### config.mk
export PLATFORM = sky130hd
export DESIGN_NAME = dma_stream_channel
export DESIGN_NICKNAME = d
export VERILOG_FILES = /design/src/rtl/dma_stream_pkg.sv /design/src/rtl/dma_stream_fifo.sv /design/src/rtl/dma_stream_drain.sv /design/src/rtl/dma_stream_block.sv /design/src/rtl/dma_stream_channel.sv
export SDC_FILE = /design/constraint.sdc
export NUM_CORES = 1
export LEC_CHECK = 0
export BUFFER_PORTS_ARGS = -buffer_cell sky130_fd_sc_hd__buf_2
export CAP_MARGIN = 20
export CORE_MARGIN = 2
export CORE_UTILIZATION = 40
export DETAILED_ROUTE_END_ITERATION = 12
export SYNTH_ARGS = -nofsm -noshare
export SYNTH_HDL_FRONTEND = slang
export SYNTH_SLANG_ARGS = --single-unit
### constraint.sdc
create_clock -name clk_i -period 3.5 [get_ports clk_i]
set_clock_uncertainty 0.05 [all_clocks]
set_input_delay 0.35 -clock clk_i [delete_from_list [all_inputs] [get_ports clk_i]]
set_output_delay 0.35 -clock clk_i [all_outputs]
set_load 0.005 [all_outputs]
### src/rtl/dma_stream_pkg.sv
package dma_stream_pkg;

    typedef enum logic {
        BUS_IDLE = 1'b0,
        BUS_XFER = 1'b1
    } bus_state_e;

    // Number of FIFO items that a drain level code stands for (quarters of the depth).
    function automatic int unsigned level_items(input logic [1:0] code, input int unsigned depth);
        return (int'(code) + 1) * (depth / 4);
    endfunction

endpackage

### src/rtl/dma_stream_fifo.sv
module dma_stream_fifo #(
    parameter int DATA_W = 32,
    parameter int DEPTH  = 4,
    localparam int PTR_W = (DEPTH > 1) ? $clog2(DEPTH) : 1,
    localparam int LVL_W = $clog2(DEPTH + 1)
) (
    input  logic              clk_i,
    input  logic              rst_ni,
    input  logic              push_i,
    input  logic [DATA_W-1:0] data_i,
    input  logic              pop_i,
    output logic [DATA_W-1:0] head_o,
    output logic [LVL_W-1:0]  level_o,
    output logic              full_o,
    output logic              empty_o
);

    typedef struct packed {
        logic [DEPTH-1:0][DATA_W-1:0] mem;
        logic [PTR_W-1:0]             wr;
        logic [PTR_W-1:0]             rd;
        logic [LVL_W-1:0]             lvl;
    } fifo_state_t;

    fifo_state_t st_d, st_q;

    always_comb begin
        st_d = st_q;
        if (push_i) begin
            st_d.mem[st_q.wr] = data_i;
            st_d.wr = (st_q.wr == PTR_W'(DEPTH - 1)) ? '0 : st_q.wr + 1'b1;
        end
        if (pop_i) begin
            st_d.rd = (st_q.rd == PTR_W'(DEPTH - 1)) ? '0 : st_q.rd + 1'b1;
        end
        case ({push_i, pop_i})
            2'b10:   st_d.lvl = st_q.lvl + 1'b1;
            2'b01:   st_d.lvl = st_q.lvl - 1'b1;
            default: st_d.lvl = st_q.lvl;
        endcase
    end

    always_ff @(posedge clk_i or negedge rst_ni) begin
        if (!rst_ni) begin
            st_q <= '0;
        end else begin
            st_q <= st_d;
        end
    end

    assign head_o  = st_q.mem[st_q.rd];
    assign level_o = st_q.lvl;
    assign full_o  = (st_q.lvl == LVL_W'(DEPTH));
    assign empty_o = (st_q.lvl == '0);

    // storage never overflows or underflows
    assert_push_space_R1: assert property (@(posedge clk_i) disable iff (!rst_ni)
        push_i |-> !full_o);
    assert_pop_data_R1: assert property (@(posedge clk_i) disable iff (!rst_ni)
        pop_i |-> !empty_o);
    assert_level_bound_R1: assert property (@(posedge clk_i) disable iff (!rst_ni)
        st_q.lvl <= LVL_W'(DEPTH));

endmodule

### src/rtl/dma_stream_drain.sv
module dma_stream_drain
    import dma_stream_pkg::*;
#(
    parameter int DEPTH = 4,
    parameter int LEN_W = 2,
    localparam int LVL_W  = $clog2(DEPTH + 1),
    localparam int BEAT_W = LEN_W + 1
) (
    input  logic             clk_i,
    input  logic             rst_ni,
    input  logic             active_i,
    input  logic             flush_i,
    input  logic [LVL_W-1:0] level_i,
    input  logic [1:0]       thr_sel_i,
    input  logic             burst_en_i,
    input  logic [LEN_W-1:0] burst_len_i,
    input  logic             gnt_i,
    output logic             req_o,
    output logic [LEN_W-1:0] len_o,
    output logic             pop_o
);

    typedef struct packed {
        bus_state_e        st;
        logic [LEN_W-1:0]  len;
        logic [BEAT_W-1:0] left;
    } drain_state_t;

    drain_state_t dr_d, dr_q;

    int unsigned lvl_need;
    int unsigned want_beats;
    int unsigned burst_beats;
    logic        at_level;

    always_comb begin
        lvl_need    = level_items(thr_sel_i, DEPTH);
        want_beats  = 32'(burst_len_i) + 1;
        burst_beats = (want_beats > lvl_need) ? lvl_need : want_beats;
        at_level    = 32'(level_i) >= lvl_need;

        dr_d = dr_q;
        case (dr_q.st)
            BUS_IDLE: begin
                if (active_i) begin
                    if (burst_en_i && at_level) begin
                        dr_d.st   = BUS_XFER;
                        dr_d.len  = LEN_W'(burst_beats - 1);
                        dr_d.left = BEAT_W'(burst_beats);
                    end else if ((flush_i && level_i != '0) || (!burst_en_i && at_level)) begin
                        dr_d.st   = BUS_XFER;
                        dr_d.len  = '0;
                        dr_d.left = BEAT_W'(1);
                    end
                end
            end
            BUS_XFER: begin
                if (gnt_i) begin
                    dr_d.left = dr_q.left - 1'b1;
                    if (dr_q.left == BEAT_W'(1)) begin
                        dr_d.st = BUS_IDLE;
                    end
                end
            end
            default: dr_d.st = BUS_IDLE;
        endcase
    end

    always_ff @(posedge clk_i or negedge rst_ni) begin
        if (!rst_ni) begin
            dr_q <= '{st: BUS_IDLE, len: '0, left: '0};
        end else begin
            dr_q <= dr_d;
        end
    end

    assign req_o = (dr_q.st == BUS_XFER);
    assign len_o = dr_q.len;
    assign pop_o = req_o && gnt_i;

    // an open transaction keeps its request and length until its last beat
    assert_burst_hold_R4: assert property (@(posedge clk_i) disable iff (!rst_ni)
        req_o && !(gnt_i && dr_q.left == BEAT_W'(1)) |=> req_o && $stable(len_o));
    // the bus is released after every transaction
    assert_release_R5: assert property (@(posedge clk_i) disable iff (!rst_ni)
        req_o && gnt_i && dr_q.left == BEAT_W'(1) |=> !req_o);
    assert_single_beat_R5: assert property (@(posedge clk_i) disable iff (!rst_ni)
        req_o && !burst_en_i |-> len_o == '0);
    // a request only opens when the FIFO holds data
    assert_req_has_data_R3: assert property (@(posedge clk_i) disable iff (!rst_ni)
        $rose(req_o) |-> $past(level_i) != '0);

endmodule

### src/rtl/dma_stream_block.sv
module dma_stream_block #(
    parameter int ADDR_W = 32,
    parameter int CNT_W  = 16,
    parameter int STRB_W = 4
) (
    input  logic              clk_i,
    input  logic              rst_ni,
    input  logic              start_i,
    input  logic [CNT_W-1:0]  count_i,
    input  logic              dbuf_en_i,
    input  logic              byte_mode_i,
    input  logic [ADDR_W-1:0] base0_i,
    input  logic [ADDR_W-1:0] base1_i,
    input  logic              push_i,
    input  logic              beat_i,
    output logic              active_o,
    output logic              accept_o,
    output logic              flush_o,
    output logic [ADDR_W-1:0] addr_o,
    output logic              cur_buf_o,
    output logic              done_o
);

    typedef struct packed {
        logic              active;
        logic [CNT_W-1:0]  in_left;
        logic [CNT_W-1:0]  out_left;
        logic [ADDR_W-1:0] addr;
        logic              cur_buf;
        logic              done;
    } blk_state_t;

    blk_state_t bk_d, bk_q;
    logic [ADDR_W-1:0] step;
    logic              next_buf;

    always_comb begin
        step     = byte_mode_i ? ADDR_W'(1) : ADDR_W'(STRB_W);
        next_buf = ~bk_q.cur_buf;
        bk_d      = bk_q;
        bk_d.done = 1'b0;
        if (!bk_q.active) begin
            if (start_i && count_i != '0) begin
                bk_d.active   = 1'b1;
                bk_d.in_left  = count_i;
                bk_d.out_left = count_i;
                bk_d.addr     = base0_i;
                bk_d.cur_buf  = 1'b0;
            end
        end else begin
            if (push_i) begin
                bk_d.in_left = bk_q.in_left - 1'b1;
            end
            if (beat_i) begin
                bk_d.addr     = bk_q.addr + step;
                bk_d.out_left = bk_q.out_left - 1'b1;
                if (bk_q.out_left == CNT_W'(1)) begin
                    bk_d.done = 1'b1;
                    if (dbuf_en_i && count_i != '0) begin
                        bk_d.cur_buf  = next_buf;
                        bk_d.addr     = next_buf ? base1_i : base0_i;
                        bk_d.in_left  = count_i;
                        bk_d.out_left = count_i;
                    end else begin
                        bk_d.active = 1'b0;
                    end
                end
            end
        end
    end

    always_ff @(posedge clk_i or negedge rst_ni) begin
        if (!rst_ni) begin
            bk_q <= '0;
        end else begin
            bk_q <= bk_d;
        end
    end

    assign active_o  = bk_q.active;
    assign accept_o  = bk_q.active && (bk_q.in_left != '0);
    assign flush_o   = bk_q.active && (bk_q.in_left == '0);
    assign addr_o    = bk_q.addr;
    assign cur_buf_o = bk_q.cur_buf;
    assign done_o    = bk_q.done;

    // completion is a single-cycle pulse
    assert_done_pulse_R7: assert property (@(posedge clk_i) disable iff (!rst_ni)
        done_o |=> !done_o);
    // the buffer flag only moves at a block end or on a start
    assert_swap_at_end_R8: assert property (@(posedge clk_i) disable iff (!rst_ni)
        !$stable(cur_buf_o) |-> done_o || $past(start_i));
    // items written never run ahead of items taken, and no item is taken past the count
    assert_out_behind_in_R2: assert property (@(posedge clk_i) disable iff (!rst_ni)
        bk_q.out_left >= bk_q.in_left);
    assert_no_extra_item_R2: assert property (@(posedge clk_i) disable iff (!rst_ni)
        push_i |-> bk_q.active && bk_q.in_left != '0);

endmodule

### src/rtl/dma_stream_channel.sv
module dma_stream_channel #(
    parameter int DATA_W     = 32,
    parameter int ADDR_W     = 32,
    parameter int FIFO_DEPTH = 4,
    parameter int CNT_W      = 16,
    parameter int LEN_W      = 2,
    localparam int STRB_W = DATA_W / 8,
    localparam int LANE_W = (STRB_W > 1) ? $clog2(STRB_W) : 1,
    localparam int LVL_W  = $clog2(FIFO_DEPTH + 1)
) (
    input  logic              clk_i,
    input  logic              rst_ni,
    input  logic              start_i,
    input  logic [CNT_W-1:0]  xfer_count_i,
    input  logic              burst_en_i,
    input  logic [LEN_W-1:0]  burst_len_i,
    input  logic [1:0]        thr_sel_i,
    input  logic              byte_mode_i,
    input  logic              dbuf_en_i,
    input  logic [ADDR_W-1:0] base0_i,
    input  logic [ADDR_W-1:0] base1_i,
    input  logic [DATA_W-1:0] per_data_i,
    input  logic              per_valid_i,
    output logic              per_ready_o,
    output logic              mem_req_o,
    output logic [ADDR_W-1:0] mem_addr_o,
    output logic [DATA_W-1:0] mem_wdata_o,
    output logic [STRB_W-1:0] mem_strb_o,
    output logic [LEN_W-1:0]  mem_len_o,
    input  logic              mem_gnt_i,
    output logic              cur_buf_o,
    output logic              blk_done_o
);

    logic              push, pop, full, empty;
    logic              active, accept, flush;
    logic [LVL_W-1:0]  level;
    logic [DATA_W-1:0] head;

    assign per_ready_o = accept && !full;
    assign push        = per_valid_i && per_ready_o;

    dma_stream_fifo #(.DATA_W(DATA_W), .DEPTH(FIFO_DEPTH)) u_fifo (
        .clk_i   (clk_i),
        .rst_ni  (rst_ni),
        .push_i  (push),
        .data_i  (per_data_i),
        .pop_i   (pop),
        .head_o  (head),
        .level_o (level),
        .full_o  (full),
        .empty_o (empty)
    );

    dma_stream_drain #(.DEPTH(FIFO_DEPTH), .LEN_W(LEN_W)) u_drain (
        .clk_i       (clk_i),
        .rst_ni      (rst_ni),
        .active_i    (active),
        .flush_i     (flush),
        .level_i     (level),
        .thr_sel_i   (thr_sel_i),
        .burst_en_i  (burst_en_i),
        .burst_len_i (burst_len_i),
        .gnt_i       (mem_gnt_i),
        .req_o       (mem_req_o),
        .len_o       (mem_len_o),
        .pop_o       (pop)
    );

    dma_stream_block #(.ADDR_W(ADDR_W), .CNT_W(CNT_W), .STRB_W(STRB_W)) u_block (
        .clk_i       (clk_i),
        .rst_ni      (rst_ni),
        .start_i     (start_i),
        .count_i     (xfer_count_i),
        .dbuf_en_i   (dbuf_en_i),
        .byte_mode_i (byte_mode_i),
        .base0_i     (base0_i),
        .base1_i     (base1_i),
        .push_i      (push),
        .beat_i      (pop),
        .active_o    (active),
        .accept_o    (accept),
        .flush_o     (flush),
        .addr_o      (mem_addr_o),
        .cur_buf_o   (cur_buf_o),
        .done_o      (blk_done_o)
    );

    always_comb begin
        if (byte_mode_i) begin
            mem_strb_o  = STRB_W'(1) << mem_addr_o[LANE_W-1:0];
            mem_wdata_o = {STRB_W{head[7:0]}};
        end else begin
            mem_strb_o  = '1;
            mem_wdata_o = head;
        end
    end

    // a byte beat enables exactly one lane
    assert_byte_lane_R6: assert property (@(posedge clk_i) disable iff (!rst_ni)
        mem_req_o && byte_mode_i |-> $countones(mem_strb_o) == 1);
    // a request never presents an empty FIFO
    assert_req_not_empty_R1: assert property (@(posedge clk_i) disable iff (!rst_ni)
        mem_req_o |-> !empty);
    // an inactive channel neither takes items nor requests the bus
    assert_idle_quiet_R9: assert property (@(posedge clk_i) disable iff (!rst_ni)
        !active |-> !per_ready_o && !mem_req_o);

endmodule

Yosys cells after proc, flatten, opt, wreduce, memory -nomap -nowiden
Cells that the tools add are included.
{"block": "op_classes", "addsub": 11, "n_lt_le_gt_ge": 5, "n_eq_ne": 13, "n_shift": 1, "mux": 29, "bitwise": 2, "n_reduce_logical": 25}
{"cell": "$mux W67", "count": 2}
{"cell": "$mux W66", "count": 2}
{"cell": "$bwmux W128", "count": 1}
{"cell": "$mux W32", "count": 4}
{"cell": "$mux W65", "count": 1}
{"cell": "$bmux W32 S2", "count": 1}
{"cell": "$demux W32 S2", "count": 1}
{"cell": "$add A32 B32 Y32", "count": 1}
{"cell": "$ge A3 B32 Y1", "count": 1}
{"cell": "$gt A32 B32 Y1", "count": 1}
{"cell": "$reduce_bool A16 Y1", "count": 2}
{"cell": "$sub A16 B1 Y16 const B", "count": 2}
{"cell": "$mux W6", "count": 3}
{"cell": "$eq A16 B1 Y1 const B", "count": 1}
{"cell": "$logic_not A16 Y1", "count": 1}
{"cell": "$mux W16", "count": 1}
{"cell": "$pmux W3 S2", "count": 2}
{"cell": "$logic_and A1 B1 Y1", "count": 11}
{"cell": "$mux W3", "count": 3}
{"cell": "$ne A2 B2 Y1 const B", "count": 4}
{"cell": "$add A2 B1 Y3 const B", "count": 2}
{"cell": "$eq A2 B2 Y1 const B", "count": 3}
{"cell": "$lt A2 B3 Y1 const B", "count": 2}
{"cell": "$reduce_and A3 Y1", "count": 2}
{"cell": "22 further kinds", "count": 32}
{"block": "totals", "reg_bits": 208, "input_bits": 124, "out_inout_bits": 74, "word_cells": 102}

Longest topological paths before layout
Gate-level depths: netlist (run 1).
{"block": "depth", "ltp_word": 9, "ltp_mapped": 11, "ltp_nobuf": 11}

By module
Synthesis (run 1) repeated with hierarchy kept, for this count alone.
{"block": "hier_totals", "hier_cells": 1105, "hier_area_um2": 12132.9}
{"mod": "dma_stream_fifo", "instances": 1, "cells_per_inst": 349, "area_per_inst_um2": 5940.7, "seq_area_each_um2": 3378.2}
{"mod": "dma_stream_block", "instances": 1, "cells_per_inst": 619, "area_per_inst_um2": 5134.9, "seq_area_each_um2": 1676.6}
{"mod": "dma_stream_drain", "instances": 1, "cells_per_inst": 69, "area_per_inst_um2": 618.1, "seq_area_each_um2": 150.1}
{"mod": "dma_stream_channel", "instances": 1, "cells_per_inst": 68, "area_per_inst_um2": 439.2, "seq_area_each_um2": 0.0}

Worst setup path after synthesis (run 1)
Ideal clock, no wire load.
{"block": "synth_timing", "kind": "register to register", "start": "register u_block.bk_q[52] (netlist name)", "end": "register u_fifo.st_q (netlist bit u_fifo.level_o[2])", "setup_ns": 0.079, "arrival_time_ns": 2.528, "required_time_ns": 3.371, "path_slack_ns": 0.843, "path_stages_with_launch": 11, "n_path_buf": 0, "synth_period_minus_slack_ns": 2.657, "cell_sequence": "dfrtp_1 -> or4_1 -> nor3_2 -> a21boi_1 -> inv_1 -> ha_1 -> inv_1 -> fa_1 -> xor2_1 -> nor2_1 -> xor2_1"}
{"block": "synth_between", "elab_chain_len": 6, "word_cells_on_any_way": 8, "classes_between": "2 x eq/ne; 1 x mux; 5 x reduce/logical"}
{"item": "from (decl)", "line_no": "dma_stream_block.sv:33", "rtl": "blk_state_t bk_d, bk_q;"}
{"item": "from (signal assigned)", "line_no": "dma_stream_block.sv:76", "rtl": "bk_q <= bk_d;"}
{"item": "$reduce_bool A16 Y1 (*)", "line_no": "dma_stream_block.sv:81", "rtl": "assign accept_o = bk_q.active && (bk_q.in_left != '0);"}
{"item": "$logic_and A1 B1 Y1 (*)", "line_no": "dma_stream_block.sv:81"}
{"item": "$logic_and A1 B1 Y1 (*)", "line_no": "dma_stream_channel.sv:40", "rtl": "assign per_ready_o = accept && !full;"}
{"item": "$logic_and A1 B1 Y1 (*)", "line_no": "dma_stream_channel.sv:41", "rtl": "assign push = per_valid_i && per_ready_o;"}
{"item": "$eq A2 B1 Y1 or $eq A2 B2 Y1 (tied branches)", "line_no": "dma_stream_fifo.sv:36", "rtl": "case ({push_i, pop_i})"}
{"item": "$pmux W3 S2 or $reduce_bool A2 Y1 (tied branches)"}
{"item": "to (signal assigned)", "line_no": "dma_stream_fifo.sv:47", "rtl": "st_q <= st_d;"}
{"item": "to (decl)", "line_no": "dma_stream_fifo.sv:25", "rtl": "fifo_state_t st_d, st_q;"}
Every way passes the cells marked *; elsewhere a longest branch is shown, timed or not.
A chain may end at the register's enable or synchronous reset.

Worst setup path in the final report (run 1)
{"block": "layout_timing", "start": "register u_block.bk_q[35] (netlist name)", "end": "register u_block.bk_q (netlist bit u_block.addr_o[9])"}
{"block": "layout_between", "elab_chain_len": 4}
{"item": "$eq A16 B1 Y1", "line_no": "dma_stream_block.sv:57", "rtl": "if (bk_q.out_left == CNT_W'(1)) begin"}
{"item": "$mux W67", "line_no": "dma_stream_block.sv:57"}
{"item": "$mux W67", "line_no": "dma_stream_block.sv:54", "rtl": "if (beat_i) begin"}
{"item": "$mux W66", "line_no": "dma_stream_block.sv:42", "rtl": "if (!bk_q.active) begin"}
No other way between the ends. The select of a mux whose other input is x is not followed.

==> metrics, run 1 <==
worst-path cell with the longest stage delay=sky130_fd_sc_hd__o21ai_2; number of antenna violations at the first check in global routing=3; antenna viol nets, final=0; Distinct cells, synth=75; overall routed net length=32100 µm; post-layout minimum cycle time=between 3 and 4 ns; clock group share of total power=22.0%; ranking of synthesized cells by instance count=sky130_fd_sc_hd__dfrtp_1, sky130_fd_sc_hd__mux2_2, sky130_fd_sc_hd__nand2_1, sky130_fd_sc_hd__o21ai_0, sky130_fd_sc_hd__nor2_1; peak supply drop=0.547 mV; worst-path maximum fanout=14; worst setup timing slack at the placement stage=around 0.54 ns; asr flop ratio synth=100%; core area=28500 µm²; area grow syn2layout=18.7%; transition time at the pin with the least slew margin=0.907 ns; residual overflow from global routing=0; most repeated cell in the gate-level netlist after synthesis=sky130_fd_sc_hd__dfrtp_1; nets in the synthesized netlist=1186; dominant synthesized flop cell=sky130_fd_sc_hd__dfrtp_1; routed vias=between 9000 and 10000; count of flip-flops with a built-in enable after synthesis=0; total track usage=a little over a fifth; area fraction in and, or, nand and nor cells after synthesis=between 10 and 15%; clock slew seen by the registers of the worst setup and hold paths=0.06 ns; Total Nets Final=1367; Power Density=830 nW/µm²; required time at the worst-slack endpoint=3.92 ns; result of the run=complete, no violations; Die Area=between 30000 and 40000 µm²; worst min path class=input port to register; clock buffer count from CTS=25; number of iterations in the first detailed-routing pass=5; Worst Path Class, Setup=register to register; share of power burned in combinational logic=between 30% and 40%; Worst Setup Start Kind=register; global-route wire length before repair=51300 µm; unrepaired setup endpoints after global routing=no; Adder-Cell Fraction of Synth Area=2.75%; Vias/cell=5.62; detail-routed net length per standard cell=19.8 µm; post-synthesis cell area=11500 µm²; DRC=0; Initial Utilization=40.3%; Chip Height=approximately 170 µm; number of max-slew violations in the final report=0; layout cells sized above 1=36.3%; number of port buffers=197; setup slack after layout=0.207 ns; total number of placement rows=between 60 and 70; Pleak=between 5 and 6 nW; post-synthesis share of cell area spent on xor and xnor gates=2.37%; syn avg cell area=11.0 µm²; count of final setup violators=0; number of design-rule violations left by the first detailed-router iteration=735; normalized max-slew margin=39.0%; smallest hold slack=0.0136 ns; clock latency on the worst-skew pair=0.53 ns; IO Pins=between 150 and 200; biggest area contributors in the synthesized netlist=sky130_fd_sc_hd__dfrtp_1, sky130_fd_sc_hd__mux2_2, sky130_fd_sc_hd__mux4_2, sky130_fd_sc_hd__nand2_1, sky130_fd_sc_hd__ha_1; synthesis warning total=0; setup total negative slack=0 ns; largest area contributor in the synthesized netlist=sky130_fd_sc_hd__dfrtp_1; Compound-Gate Fraction of Synth Area=between 10% and 20%; CTS H-tree depth=1; flop and latch count out of synthesis=208; crit path DAT=about 3.7 ns; maximum clock rate=approximately 300 MHz; synthesized netlist cell count=1039; area share of the largest cell type after synthesis=45.4%; last weighted congestion value of the routability-driven placer=0.851; final hold viol count=0; internal power=7.37 mW; part of the total power dissipated in sequential elements=between 30 and 40%; cell-by-cell listing of the critical path=inv_1, ha_1, nor4b_1, nand3_1, or3_2, o21ai_2, a221o_1, dlygate4sd3_1; final clock period utilization by the worst path=94.1%; type of element capturing the critical path=register; CTS root buffer=sky130_fd_sc_hd__clkbuf_16; post-synthesis mux area share=20.4%; pin count of the biggest net entering global routing=83; Die Span X=~170 µm; power spent charging and discharging nets=between 3 and 4 mW; slack of the worst reg-to-reg path=approximately 0.21 ns; CTS sink count=about 210; deepest clock path buffer count=3; Switching Share=between 30% and 40%; post-detailed-placement half-perimeter wirelength=22600 µm; fraction of the yosys area taken by sequential cells=45.4%; CTS tree=built; dominant combinational cell family by area after synthesis=multiplexers; max-capacitance violation count=0; Crit path largest cell delay=0.58 ns; via count of the first global-routing pass=9269
-- per-stage QoR --
step | cells | area, µm² | total power [mW] | util (%)
2_1_floorplan | 1039 | 11500 | 7.38 | -
3_5_place_dp | 1565 | 12700 | 8.87 | 44.6
4_1_cts | 1621 | 13600 | 11.4 | 47.8
6_report | 1623 | 13600 | 11.3 | 47.8
5_1_grt | 1622 | 13600 | 12.1 | 47.8
3_3_place_gp | 1565 | 12700 | 8.75 | 44.6
-- layer usage --
metal,up-vias,share of wire [%],GRT usage (%),wire length [µm]
met5,-,0.078,0,25
met4,4,2.0,5.05,628
met3,47,8.1,4.61,2600
met2,348,48,35.8,15600
met1,4533,41,28.0,13300
li1,4192,-,-,-
-- cells in the final DEF, fill, tap and decap left out, types with 14 or more instances in the layout --
| master | count |
|---|---|
| sky130_fd_sc_hd__a21oi_1 | 34 |
| sky130_fd_sc_hd__a22oi_1 | 14 |
| sky130_fd_sc_hd__buf_2 | 196 |
| sky130_fd_sc_hd__buf_4 | 27 |
| sky130_fd_sc_hd__clkbuf_16 | 25 |
| sky130_fd_sc_hd__dfrtp_1 | 207 |
| sky130_fd_sc_hd__ha_1 | 22 |
| sky130_fd_sc_hd__inv_1 | 25 |
| sky130_fd_sc_hd__mux2_2 | 131 |
| sky130_fd_sc_hd__mux2i_1 | 14 |
| sky130_fd_sc_hd__mux4_2 | 32 |
| sky130_fd_sc_hd__nand2_1 | 123 |
| sky130_fd_sc_hd__nand3_1 | 35 |
| sky130_fd_sc_hd__nand4_1 | 16 |
| sky130_fd_sc_hd__nor2_1 | 44 |
| sky130_fd_sc_hd__nor3_1 | 18 |
| sky130_fd_sc_hd__o21ai_0 | 47 |
| sky130_fd_sc_hd__xnor2_1 | 16 |
| sky130_fd_sc_hd__xor2_1 | 15 |
-- critical path: cells and delay by family, from the launching register on --
family,cells,cell delay (ns)
simple gates,3,1.14
buf+inv,2,0.65
compound gates,2,0.84
flops,1,0.39
fa+ha+maj,1,0.15
-- layout make-up --
class	instances	area, µm²
fill	2697	14900
multi-input combinational	723	5710
sequential	208	5210
timing repair buffer	236	1330
clock buffer	38	744
tap	384	480
inverter	26	97.6
clock inverter	7	50.0
antenna	1	2.50
-- power groups by stage --
stage               registers [mW]  logic, mW  clock network, mW
finish                        4.36       4.45               2.48
global route                  4.51       4.91               2.65
CTS                           4.35       4.52               2.55
detailed placement            4.38       4.48                  0
global placement              4.33       4.42                  0
floorplan                     4.03       3.35                  0
-- sequential cells by signal, indices dropped and copies added, names as in the netlist --
signal,count
u_block.done_o,1
u_fifo.st_q,132
u_block.cur_buf_o,1
u_drain.dr_q,3
u_block.addr_o,32
u_block.active_o,1
u_drain.len_o,2
u_drain.req_o,1
u_block.bk_q,32
u_fifo.level_o,3
-- final timing paths --
path / start / end / cells after the start
max in group asynchronous: rst_ni / u_fifo.st_q[25]$_DFFE_PN0P_ / 3
min in group asynchronous: rst_ni / u_block.bk_q[37]$_DFFE_PN0P_ / 2
hold / removal: base0_i[10] / u_block.addr_o[10]$_DFFE_PN0P_ / 3
hold reg to reg: u_fifo.st_q[91]$_DFFE_PN0P_ / u_fifo.st_q[91]$_DFFE_PN0P_ / 1
setup reg to reg: u_block.bk_q[35]$_DFFE_PN0P_ / u_block.addr_o[9]$_DFFE_PN0P_ / 8
setup / recovery: u_block.bk_q[35]$_DFFE_PN0P_ / u_block.addr_o[9]$_DFFE_PN0P_ / 8
-- timing repair --
action	CTS	global route
buffers inserted	0	0
resized for setup	0	1
hold buffers	11	0
hold endpoints to repair	88	0
endpoints found under the setup margin	0	1
-- cell families after synthesis --
group                    after synthesis
XOR/XNOR                              31
adder cells (fa/ha/maj)               25
multiplexers                         177
buffers and inverters                108
flip-flops                           208
AO/OA/AOI/OAI                        188
AND/OR/NAND/NOR                      302
(Power assumes the default switching activity.)
==> run 2: changes to the inputs <==
Settings changed: CORE_UTILIZATION 40 to 55, CTS_BUF_LIST set to sky130_fd_sc_hd__clkbuf_8, PLACE_DENSITY set to 0.78, SYNTH_HIERARCHICAL set to 1.
==> metrics, run 2 <==
Initial Utilization=a little under three fifths; last weighted congestion value of the routability-driven placer=0.914; pin count of the biggest net entering global routing=104; residual overflow from global routing=0; highest-count cells in the layout ignoring fill and taps=sky130_fd_sc_hd__dfrtp_1, sky130_fd_sc_hd__buf_2, sky130_fd_sc_hd__mux2_2; Chip Height=152 µm; part of the total power dissipated in sequential elements=36.9%; Crit path largest cell delay=0.68 ns; share of power burned in combinational logic=between 40% and 50%; core area=~22000 µm²; Vias/cell=5.97; normalized max-slew margin=30.9%; Pleak=6.47 nW; Die Area=around 23000 µm²; final hold viol count=0; global-route wire length before repair=49600 µm; DRC=0; synthesis warning total=6; clock group share of total power=18.9%; maximum clock rate=317 MHz; total number of placement rows=54; cell-by-cell listing of the critical path=or4_1, nor4_4, nand2_1, nor3_2, a221o_1, dlygate4sd3_1; synthesized netlist cell count=1104; IO Pins=198; crit path DAT=3.57 ns; nets in the synthesized netlist=~1300; post-detailed-placement half-perimeter wirelength=21000 µm; post-CTS resize count=0; count of final setup violators=0; unrepaired setup endpoints after global routing=no; setup total negative slack=0 ns; number of design-rule violations left by the first detailed-router iteration=757; number of flip-flops in the largest register=132; deepest clock path buffer count=3; total power draw=12.1 mW; layout cells sized above 1=between 30% and 40%; Power Density=863 nW/µm²; post-layout minimum cycle time=3.15 ns; result of the run=complete, no violations; clock latency on the worst-skew pair=0.53 ns; register with the most flip-flops=u_fifo/st_q; Worst Setup Start Kind=register; type of element capturing the critical path=register; worst min path class=input port to register; clock buffer count from CTS=36; number of port buffers=197; Switching Share=36.6%; via count of the first global-routing pass=9559; worst-path maximum fanout=7; total track usage=26.1%; clock slew seen by the registers of the worst setup and hold paths=0.06 ns; cell family contributing the most delay on the critical path=simple AND/OR/NAND/NOR gates; post-synthesis cell area=12100 µm²; antenna viol nets, final=0; CTS root buffer=sky130_fd_sc_hd__clkbuf_8; number of antenna violations at the first check in global routing=4; CTS tree=built; final clock period utilization by the worst path=between 90% and 100%; number of iterations in the first detailed-routing pass=5; routed vias=approximately 9500; transition time at the pin with the least slew margin=approximately 1.0 ns; power spent charging and discharging nets=4.41 mW; Total Nets Final=1434; crit path buf inv count=1; area grow syn2layout=15.3%; internal power=about 7.7 mW; CTS sink count=~210; detail-routed net length per standard cell=around 19 µm; max-capacitance violation count=0; required time at the worst-slack endpoint=~4 ns; overall routed net length=30400 µm; peak supply drop=0.501 mV; Die Span X=152 µm; worst-path cell with the longest stage delay=sky130_fd_sc_hd__or4_1; most frequent standard cell in the layout excluding fill and tap cells=sky130_fd_sc_hd__dfrtp_1; CTS H-tree depth=2; syn avg cell area=11.0 µm²; Worst Path Class, Setup=register to register; number of max-slew violations in the final report=0
[run 2: repair_timing]
action                    in CTS  in global routing
hold buffers                  12                  0
buffers inserted               0                  0
hold endpoints to repair     109                  0
[run 2: power by group through the flow]
stage | sequential, mW | combinational [mW] | clock (mW)
6_report | 4.46 | 5.33 | 2.28
5_1_grt | 4.61 | 5.84 | 2.44
4_1_cts | 4.44 | 5.35 | 2.33
3_5_place_dp | 4.46 | 5.31 | 0
3_3_place_gp | 4.38 | 5.14 | 0
2_1_floorplan | 4.11 | 4.27 | 0
[run 2: cell type report]
type / count / area (µm²)
tap: 280 / 350
multi-input combinational: 754 / 6130
clock buffer: 48 / 661
inverter: 48 / 180
fill: 1744 / 7770
sequential: 208 / 5210
clock inverter: 12 / 83.8
timing repair buffer: 240 / 1370
antenna: 2 / 5.00
[run 2: stage by stage]
| stage | hold slack, ns | utilization (%) | std cells | setup slack, ns | cell area (µm²) |
|---|---|---|---|---|---|
| finish | 0.0156 | 64.3 | 1592 | 0.349 | 14000 |
| floorplan | 0.00441 | - | 1104 | 0.399 | 12100 |
| CTS | 0.00364 | 64.3 | 1590 | 0.396 | 14000 |
| global placement | 0.429 | 60.3 | 1518 | 0.568 | 13100 |
| global route | 0.0201 | 64.3 | 1592 | 0.0704 | 14000 |
| detailed placement | 0.440 | 60.3 | 1518 | 0.425 | 13100 |
[run 2: path summary, 6_finish.rpt]
check	endpoint	slack (ns)	from	cells past startpoint
min in group asynchronous	u_fifo/st_q[14]$_DFFE_PN0P_	0.41	rst_ni	2
max in group asynchronous	u_fifo/level_o[0]$_DFFE_PN0P_	2.15	rst_ni	3
max	u_block/addr_o[1]$_DFFE_PN0P_	0.35	u_block/bk_q[40]$_DFFE_PN0P_	6
min	u_block/addr_o[31]$_DFFE_PN0P_	0.02	base0_i[31]	3
min reg2reg	u_drain/dr_q[1]$_DFFE_PN0P_	0.45	u_drain/dr_q[1]$_DFFE_PN0P_	1
max reg2reg	u_block/addr_o[1]$_DFFE_PN0P_	0.35	u_block/bk_q[40]$_DFFE_PN0P_	6
[run 2: routing by layer]
| layer | track usage [%] | routed length, µm | vias to the layer above |
|---|---|---|---|
| met2 | 43.4 | 14700 | 377 |
| li1 | - | - | 4375 |
| met4 | 8.86 | 813 | 4 |
| met1 | 34.6 | 12700 | 4682 |
| met5 | 0 | 27 | - |
| met3 | 5.01 | 2140 | 74 |
[run 2: worst register-to-register path: stages (launching register included)]
cell	delay, ns
sky130_fd_sc_hd__dfrtp_1	0.43
sky130_fd_sc_hd__or4_1	0.68
sky130_fd_sc_hd__nor4_4	0.42
sky130_fd_sc_hd__nand2_1	0.23
sky130_fd_sc_hd__nor3_2	0.50
sky130_fd_sc_hd__a221o_1	0.24
sky130_fd_sc_hd__dlygate4sd3_1	0.54
